<file path="src/rtl/rxm_pkg.sv">
package rxm_pkg;
  localparam int DATA_W = 32;
  localparam int WIDE_W = 2 * DATA_W;

  localparam logic [7:0] OFF_EXPECT  = 8'h00;
  localparam logic [7:0] OFF_GOOD    = 8'h04;
  localparam logic [7:0] OFF_BAD     = 8'h08;
  localparam logic [7:0] OFF_BYTE_LO = 8'h0C;
  localparam logic [7:0] OFF_BYTE_HI = 8'h10;
  localparam logic [7:0] OFF_CYC_LO  = 8'h14;
  localparam logic [7:0] OFF_CYC_HI  = 8'h18;
  localparam logic [7:0] OFF_CTRL    = 8'h1C;

  localparam int CLR_BIT  = 0;
  localparam int DONE_BIT = 2;

  typedef struct packed {
    logic [DATA_W-1:0] good;
    logic [DATA_W-1:0] bad;
    logic [WIDE_W-1:0] bytes;
    logic [WIDE_W-1:0] cycles;
    logic              done;
  } rxm_stats_t;
endpackage

</file>
<file path="src/rtl/rxm_frame_tally.sv">
module rxm_frame_tally
  import rxm_pkg::*;
#(
  parameter int BEAT_BYTES = 8,
  parameter int ERR_W      = 6,
  localparam int EMPTY_W   = (BEAT_BYTES > 1) ? $clog2(BEAT_BYTES) : 1
) (
  input  logic               clk,
  input  logic               rst,
  input  logic               clr,
  input  logic               valid,
  input  logic               eop,
  input  logic [EMPTY_W-1:0] empty,
  input  logic [ERR_W-1:0]   error,
  output logic [DATA_W-1:0]  good_cnt,
  output logic [DATA_W-1:0]  bad_cnt,
  output logic [WIDE_W-1:0]  byte_cnt,
  output logic               frame_end,
  output logic [DATA_W-1:0]  frames_next
);
  logic              beat_end;
  logic [WIDE_W-1:0] beat_bytes;

  assign beat_end    = valid & eop;
  assign beat_bytes  = eop ? (WIDE_W'(BEAT_BYTES) - WIDE_W'(empty)) : WIDE_W'(BEAT_BYTES);
  assign frame_end   = beat_end & ~clr;
  assign frames_next = good_cnt + bad_cnt + DATA_W'(1);

  always_ff @(posedge clk) begin
    if (rst || clr) begin
      good_cnt <= '0;
      bad_cnt  <= '0;
      byte_cnt <= '0;
    end else begin
      if (valid) byte_cnt <= byte_cnt + beat_bytes;
      if (beat_end) begin
        if (|error) bad_cnt  <= bad_cnt + DATA_W'(1);
        else        good_cnt <= good_cnt + DATA_W'(1);
      end
    end
  end

  a_r3_good_step: assert property (@(posedge clk) disable iff (rst)
    !clr |=> (good_cnt == $past(good_cnt) || good_cnt == $past(good_cnt) + DATA_W'(1)));
  a_r4_bad_step: assert property (@(posedge clk) disable iff (rst)
    !clr |=> (bad_cnt == $past(bad_cnt) || bad_cnt == $past(bad_cnt) + DATA_W'(1)));
  a_r5_bytes_grow: assert property (@(posedge clk) disable iff (rst)
    !clr |=> byte_cnt >= $past(byte_cnt));
  a_r8_clear_zero: assert property (@(posedge clk) disable iff (rst)
    clr |=> (good_cnt == '0 && bad_cnt == '0 && byte_cnt == '0));
endmodule

</file>
<file path="src/rtl/rxm_burst_timer.sv">
module rxm_burst_timer
  import rxm_pkg::*;
(
  input  logic              clk,
  input  logic              rst,
  input  logic              clr,
  input  logic              sop_beat,
  input  logic              frame_end,
  input  logic [DATA_W-1:0] frames_next,
  input  logic [DATA_W-1:0] expected,
  output logic [WIDE_W-1:0] cycles,
  output logic              done
);
  logic started;

  always_ff @(posedge clk) begin
    if (rst || clr) begin
      started <= 1'b0;
      cycles  <= '0;
      done    <= 1'b0;
    end else begin
      if (!done) begin
        if (started) begin
          cycles <= cycles + WIDE_W'(1);
        end else if (sop_beat) begin
          started <= 1'b1;
          cycles  <= WIDE_W'(1);
        end
      end
      if (frame_end && frames_next == expected) done <= 1'b1;
    end
  end

  a_r6_frozen: assert property (@(posedge clk) disable iff (rst)
    (done && !clr) |=> $stable(cycles));
  a_r7_sticky: assert property (@(posedge clk) disable iff (rst)
    (done && !clr) |=> done);
  a_r8_clear_done: assert property (@(posedge clk) disable iff (rst)
    clr |=> (!done && cycles == '0));
endmodule

</file>
<file path="src/rtl/rxm_csr.sv">
module rxm_csr
  import rxm_pkg::*;
#(
  parameter int ADDR_W = 6
) (
  input  logic              clk,
  input  logic              rst,
  input  logic [ADDR_W-1:0] addr,
  input  logic              write,
  input  logic [DATA_W-1:0] writedata,
  input  logic              read,
  input  rxm_stats_t        stats,
  output logic [DATA_W-1:0] readdata,
  output logic [DATA_W-1:0] expected,
  output logic              clr
);
  logic [DATA_W-1:0] rd_mux;

  assign clr = write && (addr == ADDR_W'(OFF_CTRL)) && writedata[CLR_BIT];

  always_ff @(posedge clk) begin
    if (rst) expected <= '1;
    else if (write && addr == ADDR_W'(OFF_EXPECT)) expected <= writedata;
  end

  always_comb begin
    rd_mux = '0;
    if      (addr == ADDR_W'(OFF_EXPECT))  rd_mux = expected;
    else if (addr == ADDR_W'(OFF_GOOD))    rd_mux = stats.good;
    else if (addr == ADDR_W'(OFF_BAD))     rd_mux = stats.bad;
    else if (addr == ADDR_W'(OFF_BYTE_LO)) rd_mux = stats.bytes[DATA_W-1:0];
    else if (addr == ADDR_W'(OFF_BYTE_HI)) rd_mux = stats.bytes[WIDE_W-1:DATA_W];
    else if (addr == ADDR_W'(OFF_CYC_LO))  rd_mux = stats.cycles[DATA_W-1:0];
    else if (addr == ADDR_W'(OFF_CYC_HI))  rd_mux = stats.cycles[WIDE_W-1:DATA_W];
    else if (addr == ADDR_W'(OFF_CTRL))    rd_mux = DATA_W'(stats.done) << DONE_BIT;
  end

  always_ff @(posedge clk) begin
    if (rst)       readdata <= '0;
    else if (read) readdata <= rd_mux;
  end

  a_r1_expect_reset: assert property (@(posedge clk) rst |=> expected == '1);
  a_r9_ctrl_reserved: assert property (@(posedge clk) disable iff (rst)
    (read && addr == ADDR_W'(OFF_CTRL)) |=> (readdata[DATA_W-1:DONE_BIT+1] == '0 && readdata[DONE_BIT-1:0] == '0));
  a_r8_expect_kept: assert property (@(posedge clk) disable iff (rst)
    clr |=> $stable(expected));
endmodule

</file>
<file path="src/rtl/rx_burst_monitor.sv">
module rx_burst_monitor
  import rxm_pkg::*;
#(
  parameter int BEAT_BYTES = 8,
  parameter int ERR_W      = 6,
  parameter int ADDR_W     = 6,
  localparam int EMPTY_W   = (BEAT_BYTES > 1) ? $clog2(BEAT_BYTES) : 1
) (
  input  logic               clk,
  input  logic               rst,
  input  logic               st_valid,
  input  logic               st_sop,
  input  logic               st_eop,
  input  logic [EMPTY_W-1:0] st_empty,
  input  logic [ERR_W-1:0]   st_error,
  input  logic [ADDR_W-1:0]  csr_addr,
  input  logic               csr_write,
  input  logic [31:0]        csr_writedata,
  input  logic               csr_read,
  output logic [31:0]        csr_readdata
);
  rxm_stats_t        stats;
  logic              clr;
  logic              frame_end;
  logic [DATA_W-1:0] frames_next;
  logic [DATA_W-1:0] expected;

  rxm_frame_tally #(.BEAT_BYTES(BEAT_BYTES), .ERR_W(ERR_W)) i_tally (
    .clk(clk), .rst(rst), .clr(clr),
    .valid(st_valid), .eop(st_eop), .empty(st_empty), .error(st_error),
    .good_cnt(stats.good), .bad_cnt(stats.bad), .byte_cnt(stats.bytes),
    .frame_end(frame_end), .frames_next(frames_next)
  );

  rxm_burst_timer i_timer (
    .clk(clk), .rst(rst), .clr(clr),
    .sop_beat(st_valid & st_sop), .frame_end(frame_end),
    .frames_next(frames_next), .expected(expected),
    .cycles(stats.cycles), .done(stats.done)
  );

  rxm_csr #(.ADDR_W(ADDR_W)) i_csr (
    .clk(clk), .rst(rst), .addr(csr_addr), .write(csr_write),
    .writedata(csr_writedata), .read(csr_read), .stats(stats),
    .readdata(csr_readdata), .expected(expected), .clr(clr)
  );
endmodule

</file>
<file path="config.mk">
export PLATFORM = sky130hd
export DESIGN_NAME = rx_burst_monitor
export DESIGN_NICKNAME = d
export VERILOG_FILES = /design/src/rtl/rxm_pkg.sv /design/src/rtl/rxm_frame_tally.sv /design/src/rtl/rxm_burst_timer.sv /design/src/rtl/rxm_csr.sv /design/src/rtl/rx_burst_monitor.sv
export SDC_FILE = /design/constraint.sdc
export NUM_CORES = 1
export LEC_CHECK = 0
export CORE_ASPECT_RATIO = 1.2
export CORE_MARGIN = 1.5
export CORE_UTILIZATION = 56
export CTS_BUF_LIST = sky130_fd_sc_hd__clkbuf_2
export CTS_CLUSTER_SIZE = 20
export DETAILED_ROUTE_END_ITERATION = 6
export GPL_TIMING_DRIVEN = 0
export PLACE_DENSITY = 0.8
export SLEW_MARGIN = 20
export SYNTH_ARGS = -nofsm -noshare
export SYNTH_HDL_FRONTEND = slang
export SYNTH_SLANG_ARGS = --single-unit
</file>
<file path="constraint.sdc">
create_clock -name clk -period 3.2 [get_ports clk]
set_clock_uncertainty 0.05 [all_clocks]
set_input_delay 0.64 -clock clk [delete_from_list [all_inputs] [get_ports clk]]
set_output_delay 0.64 -clock clk [all_outputs]
set_load 0.05 [all_outputs]
</file>
Word-level counts from Yosys, hierarchy flattened
Cells that the tools add are included.
- equal/unequal tests: 8
- $add $sub $neg: 7
- reduce and logical (&&, ||, !) cells: 11
- multiplexer cells: 13
- bitwise operators: 6
- operators with widths (cell ; number):
    $mux W32 ; 7
    $mux W64 ; 3
    $add A32 B1 Y32 const B ; 3
    $add A64 B1 Y64 const B ; 1
    $add A64 B64 Y64 ; 1
    $add A32 B32 Y32 ; 1
    $eq A32 B32 Y1 ; 1
    $eq A6 B5 Y1 const B ; 4
    $eq A6 B4 Y1 const B ; 2
    $eq A6 B3 Y1 const B ; 1
    $logic_not A6 Y1 ; 1
    $reduce_and A2 Y1 ; 3
    $reduce_or A6 Y1 ; 1
    $sub A4 B3 Y5 const A ; 1
    $logic_and A1 B1 Y1 ; 4
    $and A1 B1 Y1 ; 3
    $mux W3 ; 1
    $not A1 Y1 ; 3
    $mux W1 ; 2
    $reduce_bool A2 Y1 ; 1
    $logic_or A1 B1 Y1 ; 1
- input bits: 54
- output and inout port bits: 32
- register bits: 258

Longest topological paths before layout
- word-level depth: 9
- mapped depth: 16
- mapped depth without buffers: 15

Hierarchy
A second synthesis with hierarchy kept.
- cell total of the unflattened synthesis: 2036
- area, all modules: 15972.8 um2
- modules (own cells, without submodules) (module ; area each (um2) ; seq. area each (um2) ; times used ; cells an instance):
    rxm_frame_tally ; 7669.9 ; 2562.5 ; 1 ; 966
    rxm_csr ; 4708.3 ; 1281.2 ; 1 ; 635
    rxm_burst_timer ; 3588.4 ; 1321.3 ; 1 ; 434
    rx_burst_monitor ; 6.3 ; 0.0 ; 1 ; 1

Worst setup path after synthesis
OpenSTA, ideal clock, no wires.
- kind: input to register
- start: in st_empty[0]
- end: reg i_tally.byte_cnt[62]
- library setup time: 70 ps
- path slack: 132 ps
- data required time: 3080 ps
- buffers on the path: 0
- arrival time: 2947 ps
- stages: 14
- cells stage by stage: inv_1 > ha_1 > xnor2_1 > and2_1 > ha_1 > nor2b_1 > o21a_1 > o21ai_1 > and2b_1 > nand2_1 > nor2_1 > nand3_1 > or3_1 > a21oi_1
- word-level cells in the longest chain between the ends: 3
- ends and longest elaborated chain (element ; RTL line ; text):
    start: declaration ; rx_burst_monitor.sv:14 ; input logic [EMPTY_W-1:0] st_empty,
    $sub A4 B3 Y5 ; rxm_frame_tally.sv:25 ; assign beat_bytes = eop ? (WIDE_W'(BEAT_BYTES) - WIDE_W'(empty)) : WIDE_W'(BEAT_BYTES);
    $mux W64 ; rxm_frame_tally.sv:25 ;
    $add A64 B64 Y64 ; rxm_frame_tally.sv:35 ; if (valid) byte_cnt <= byte_cnt + beat_bytes;
    end signal: assignment ; rxm_frame_tally.sv:35 ;
    end: declaration ; rxm_frame_tally.sv:17 ; output logic [WIDE_W-1:0] byte_cnt,
No other way between the ends.
A chain may end at the register's enable or synchronous reset.

Worst setup path in the final report
- start: reg i_tally.bad_cnt[25]
- end: reg i_timer.done
- word-level cells in the longest chain between the ends: 4
- ends and longest elaborated chain (element ; RTL line ; text):
    start: declaration ; rxm_frame_tally.sv:16 ; output logic [DATA_W-1:0] bad_cnt,
    start signal: assignment ; rxm_frame_tally.sv:37 ; if (|error) bad_cnt <= bad_cnt + DATA_W'(1);
    $add A32 B32 Y32 ; rxm_frame_tally.sv:27 ; assign frames_next = good_cnt + bad_cnt + DATA_W'(1);
    $add A32 B1 Y32 ; rxm_frame_tally.sv:27 ;
    $eq A32 B32 Y1 ; rxm_burst_timer.sv:30 ; if (frame_end && frames_next == expected) done <= 1'b1;
    $logic_and A1 B1 Y1 ; rxm_burst_timer.sv:30 ;
    end signal: assignment ; rxm_burst_timer.sv:20 ; done <= 1'b0;
    end signal: assignment ; rxm_burst_timer.sv:30 ;
    end: declaration ; rxm_burst_timer.sv:12 ; output logic done
No other way between the ends.

==> flow_metrics.env <==
export IMPL_synth_main_ff_cell="dfxtp_1"
export IMPL_max_slew_margin_pct=29.34
export IMPL_wl_per_cell_um=20.88
export IMPL_finalCoreUtilization_pct=65.68
export IMPL_ctsRootBufferMaster="clkbuf_2"
export IMPL_ys_seq_area_share_pct=35.96
export IMPL_fp_dieW_um=149.2
export IMPL_htree_levels=3
export IMPL_topRoutingLayerUsed="met4"
export IMPL_antenna_found_initial=3
export IMPL_critical_path_required_ns=3.91
export IMPL_clk_latency_ns=0.86
export IMPL_synth_edff_count=0
export IMPL_finalPower_mw=6.128
export IMPL_worstMarginPinSlew_ns=1.052
export IMPL_grt_pass1_wl_um=73050
export IMPL_grtUsageTotal_pct=36.13
export IMPL_drive_above_1_share_pct=10.89
export IMPL_synth_largest_area_cell="dfxtp_1"
export IMPL_grt_remaining_overflow=0
export IMPL_wl_met1_um=19140
export IMPL_fin_ws_ns=-0.1978
export IMPL_vias=14230
export IMPL_drv_slew=0
export IMPL_syn_inst=1793
export IMPL_start_kind="flop"
export IMPL_synth_top_area_share_pct=35.96
export IMPL_area_growth_pct=16.07
export IMPL_syn_area_um2=14370
export IMPL_path_class="flop to flop"
export IMPL_slowest_stage="dfxtp_1"
export IMPL_fmaxAchievable_ghz=0.2943
export IMPL_fin_area_um2=16670
export IMPL_rrSetupSlack_ns=-0.20
export IMPL_crit_fanout=6
export IMPL_crit_top_cell="a21oi_1"
export IMPL_core_rowCount=64
export IMPL_power_leakage_nw=6.373
export IMPL_grt_max_degree=11
export IMPL_synth_common_cells="dfxtp_1 (258), nor2_1 (254), nand2_1 (243)"
export IMPL_rsz0062_at_grt="true"
export IMPL_cts_sinks=258
export IMPL_status="finished with violations"
export IMPL_gp_congestion=0.9785
export IMPL_arrival_ns=4.11
export IMPL_hp_class="primary input to flop"
export IMPL_drtIter0Drc=1324
export IMPL_ys_ff_latch=258
export IMPL_grt_pass1_vias=13360
export IMPL_ys_warn_count=0
export IMPL_async_reset_ff_share_pct=0
export IMPL_syn_area_per_cell_um2=8.012
export IMPL_syn_nets=1888
export IMPL_met3_length_um=3783
export IMPL_ios=86
export IMPL_end_kind="flop"
export IMPL_drc=0
export IMPL_setup_violations=1
export IMPL_fillers=2200
export IMPL_drtPass1Iterations=6
export IMPL_ir_drop_mv=0.2779
export IMPL_fin_crit_ns=3.398
export IMPL_start_util_pct=56.59
export IMPL_numPortBuffers=82
export IMPL_viasPerCell=6.124
export IMPL_cts_tree="yes"
export IMPL_dieArea_um2=26630
export IMPL_dpl_hpwl_um=37860
export IMPL_place_area_um2=15600
export IMPL_wirelength_um=48530
export IMPL_synth_most_common_cell="dfxtp_1"
export IMPL_timing_final_crit_share_pct=106.2
export IMPL_ant_nets=0
export IMPL_violations="negative setup slack"
export IMPL_path_cells="ha_1 -> a21oi_1 -> o21ai_2 -> a21oi_1 -> o22ai_1 -> nor4_1 -> nand4_1 -> nor4_4 -> and4_4 -> o2111ai_4 -> o22ai_4"
export IMPL_setup_tns_ns=-0.1978
export IMPL_power_density_nw_per_um2=367.5
export IMPL_maxCapViolCount=0
export IMPL_synthTopCellsByArea="dfxtp_1 (36%), xor2_1 (8.0%), nor2_1 (6.6%)"
export IMPL_cts_buffers=69
export IMPL_hold_viol_final=0
export IMPL_wl_met2_um=22520
export IMPL_synth_cell_types=76
export IMPL_hold_buffers=0
export IMPL_die_h_um=178.5
export IMPL_path_clk_slew_ns=0.11
export IMPL_slowest_delay_ns=0.51
export IMPL_clk_path_buf_depth=3
export IMPL_nNetsFinal=2041
export IMPL_core_um2=25380
[layout make-up]
type / count / area, um^2 / area share, %
tap: 330 / 412.9 / 2.476
sequential: 258 / 5194 / 31.15
clock buffer: 94 / 470.5 / 2.822
timing repair buffer: 91 / 888.4 / 5.328
buffer: 80 / 336.6 / 2.019
inverter: 31 / 116.4 / 0.6979
clock inverter: 23 / 148.9 / 0.8930
multi-input combinational: 1415 / 9101 / 54.59
antenna: 2 / 5.005 / 0.03002
[per-stage QoR]
stage | setup WS (ns) | hold slack [ns] | instances
2_1_floorplan | 0.1322 | 0.4129 | 1793
3_3_place_gp | -1.386 | 0.4279 | 2205
3_5_place_dp | -1.291 | 0.4314 | 2205
4_1_cts | -0.1111 | 0.2221 | 2319
5_1_grt | -0.2138 | 0.2678 | 2323
6_report | -0.1978 | 0.2654 | 2324
[per-layer routing]
metal / track usage [%] / vias up
met4: 22.48 / 0
met2: 59.88 / 674
li1: - / 6698
met3: 6.010 / 164
met5: 0 / -
met1: 43.55 / 6696
[where the power goes]
group	switching (mW)	internal (mW)	total (mW)
logic	0.284	0.177	0.461
registers	0.0349	3.24	3.27
clock network	1.44	0.956	2.39
[worst max-delay path, delay by kind of cell, from the launching register on]
family	cells	cell delay [ns]
compound gates	6	1.16
fa+ha+maj	1	0.38
flops	1	0.51
simple gates	4	1.19
[cells in the final DEF, fill, tap and decap left out, types with 31 or more instances in the layout]
master / count
xor2_1: 130
nand3b_1: 34
or3_1: 33
nand2_1: 242
nor2_1: 252
nand3_1: 80
clkdlybuf4s50_1: 82
clkbuf_2: 97
dfxtp_1: 243
o21ai_0: 32
a22o_1: 31
xnor2_1: 64
a221oi_1: 64
a211oi_1: 35
nand4_1: 35
and3_1: 57
a21oi_1: 57
clkbuf_1: 63
[final timing paths]
check / startpoint / end / depth (start not counted)
setup reg to reg: i_tally.bad_cnt[25]$_SDFFE_PP0P_ / i_timer.done$_SDFFE_PP0P_ / 11
hold reg to reg: i_csr.readdata[4]$_SDFFE_PP0P_ / i_csr.readdata[4]$_SDFFE_PP0P_ / 2
hold / removal: csr_writedata[21] / i_csr.expected[21]$_SDFFE_PP1P_ / 3
setup / recovery: i_tally.bad_cnt[25]$_SDFFE_PP0P_ / i_timer.done$_SDFFE_PP0P_ / 11
[repair_timing]
item | CTS | global route
buffers inserted | 6 | 3
resized for setup | 85 | 15
pin swaps | 19 | 6
setup endpoints to repair | 24 | 146
[flip-flops by register name, summed over array words and instances (netlist names)]
name	count
i_tally.good_cnt	32
i_csr.readdata	32
i_timer.cycles	64
i_tally.byte_cnt	64
i_timer.started	1
i_timer.done	1
i_tally.bad_cnt	32
i_csr.expected	32
[cell families (layout without fill, tap and decap cells)]
family,count (synthesis),after routing,synth area share [%]
xor gates and xnor gates,199,199,12.13
and+or+nand+nor,827,827,27.57
other,0,2,0
muxes,14,14,1.010
DFF,258,258,35.96
adders and majority gates,41,41,3.676
AOI/OAI and AO/OA,334,334,16.31
buffers and inverters,120,319,3.345
No activity file was read; power rests on OpenSTA's default activity.
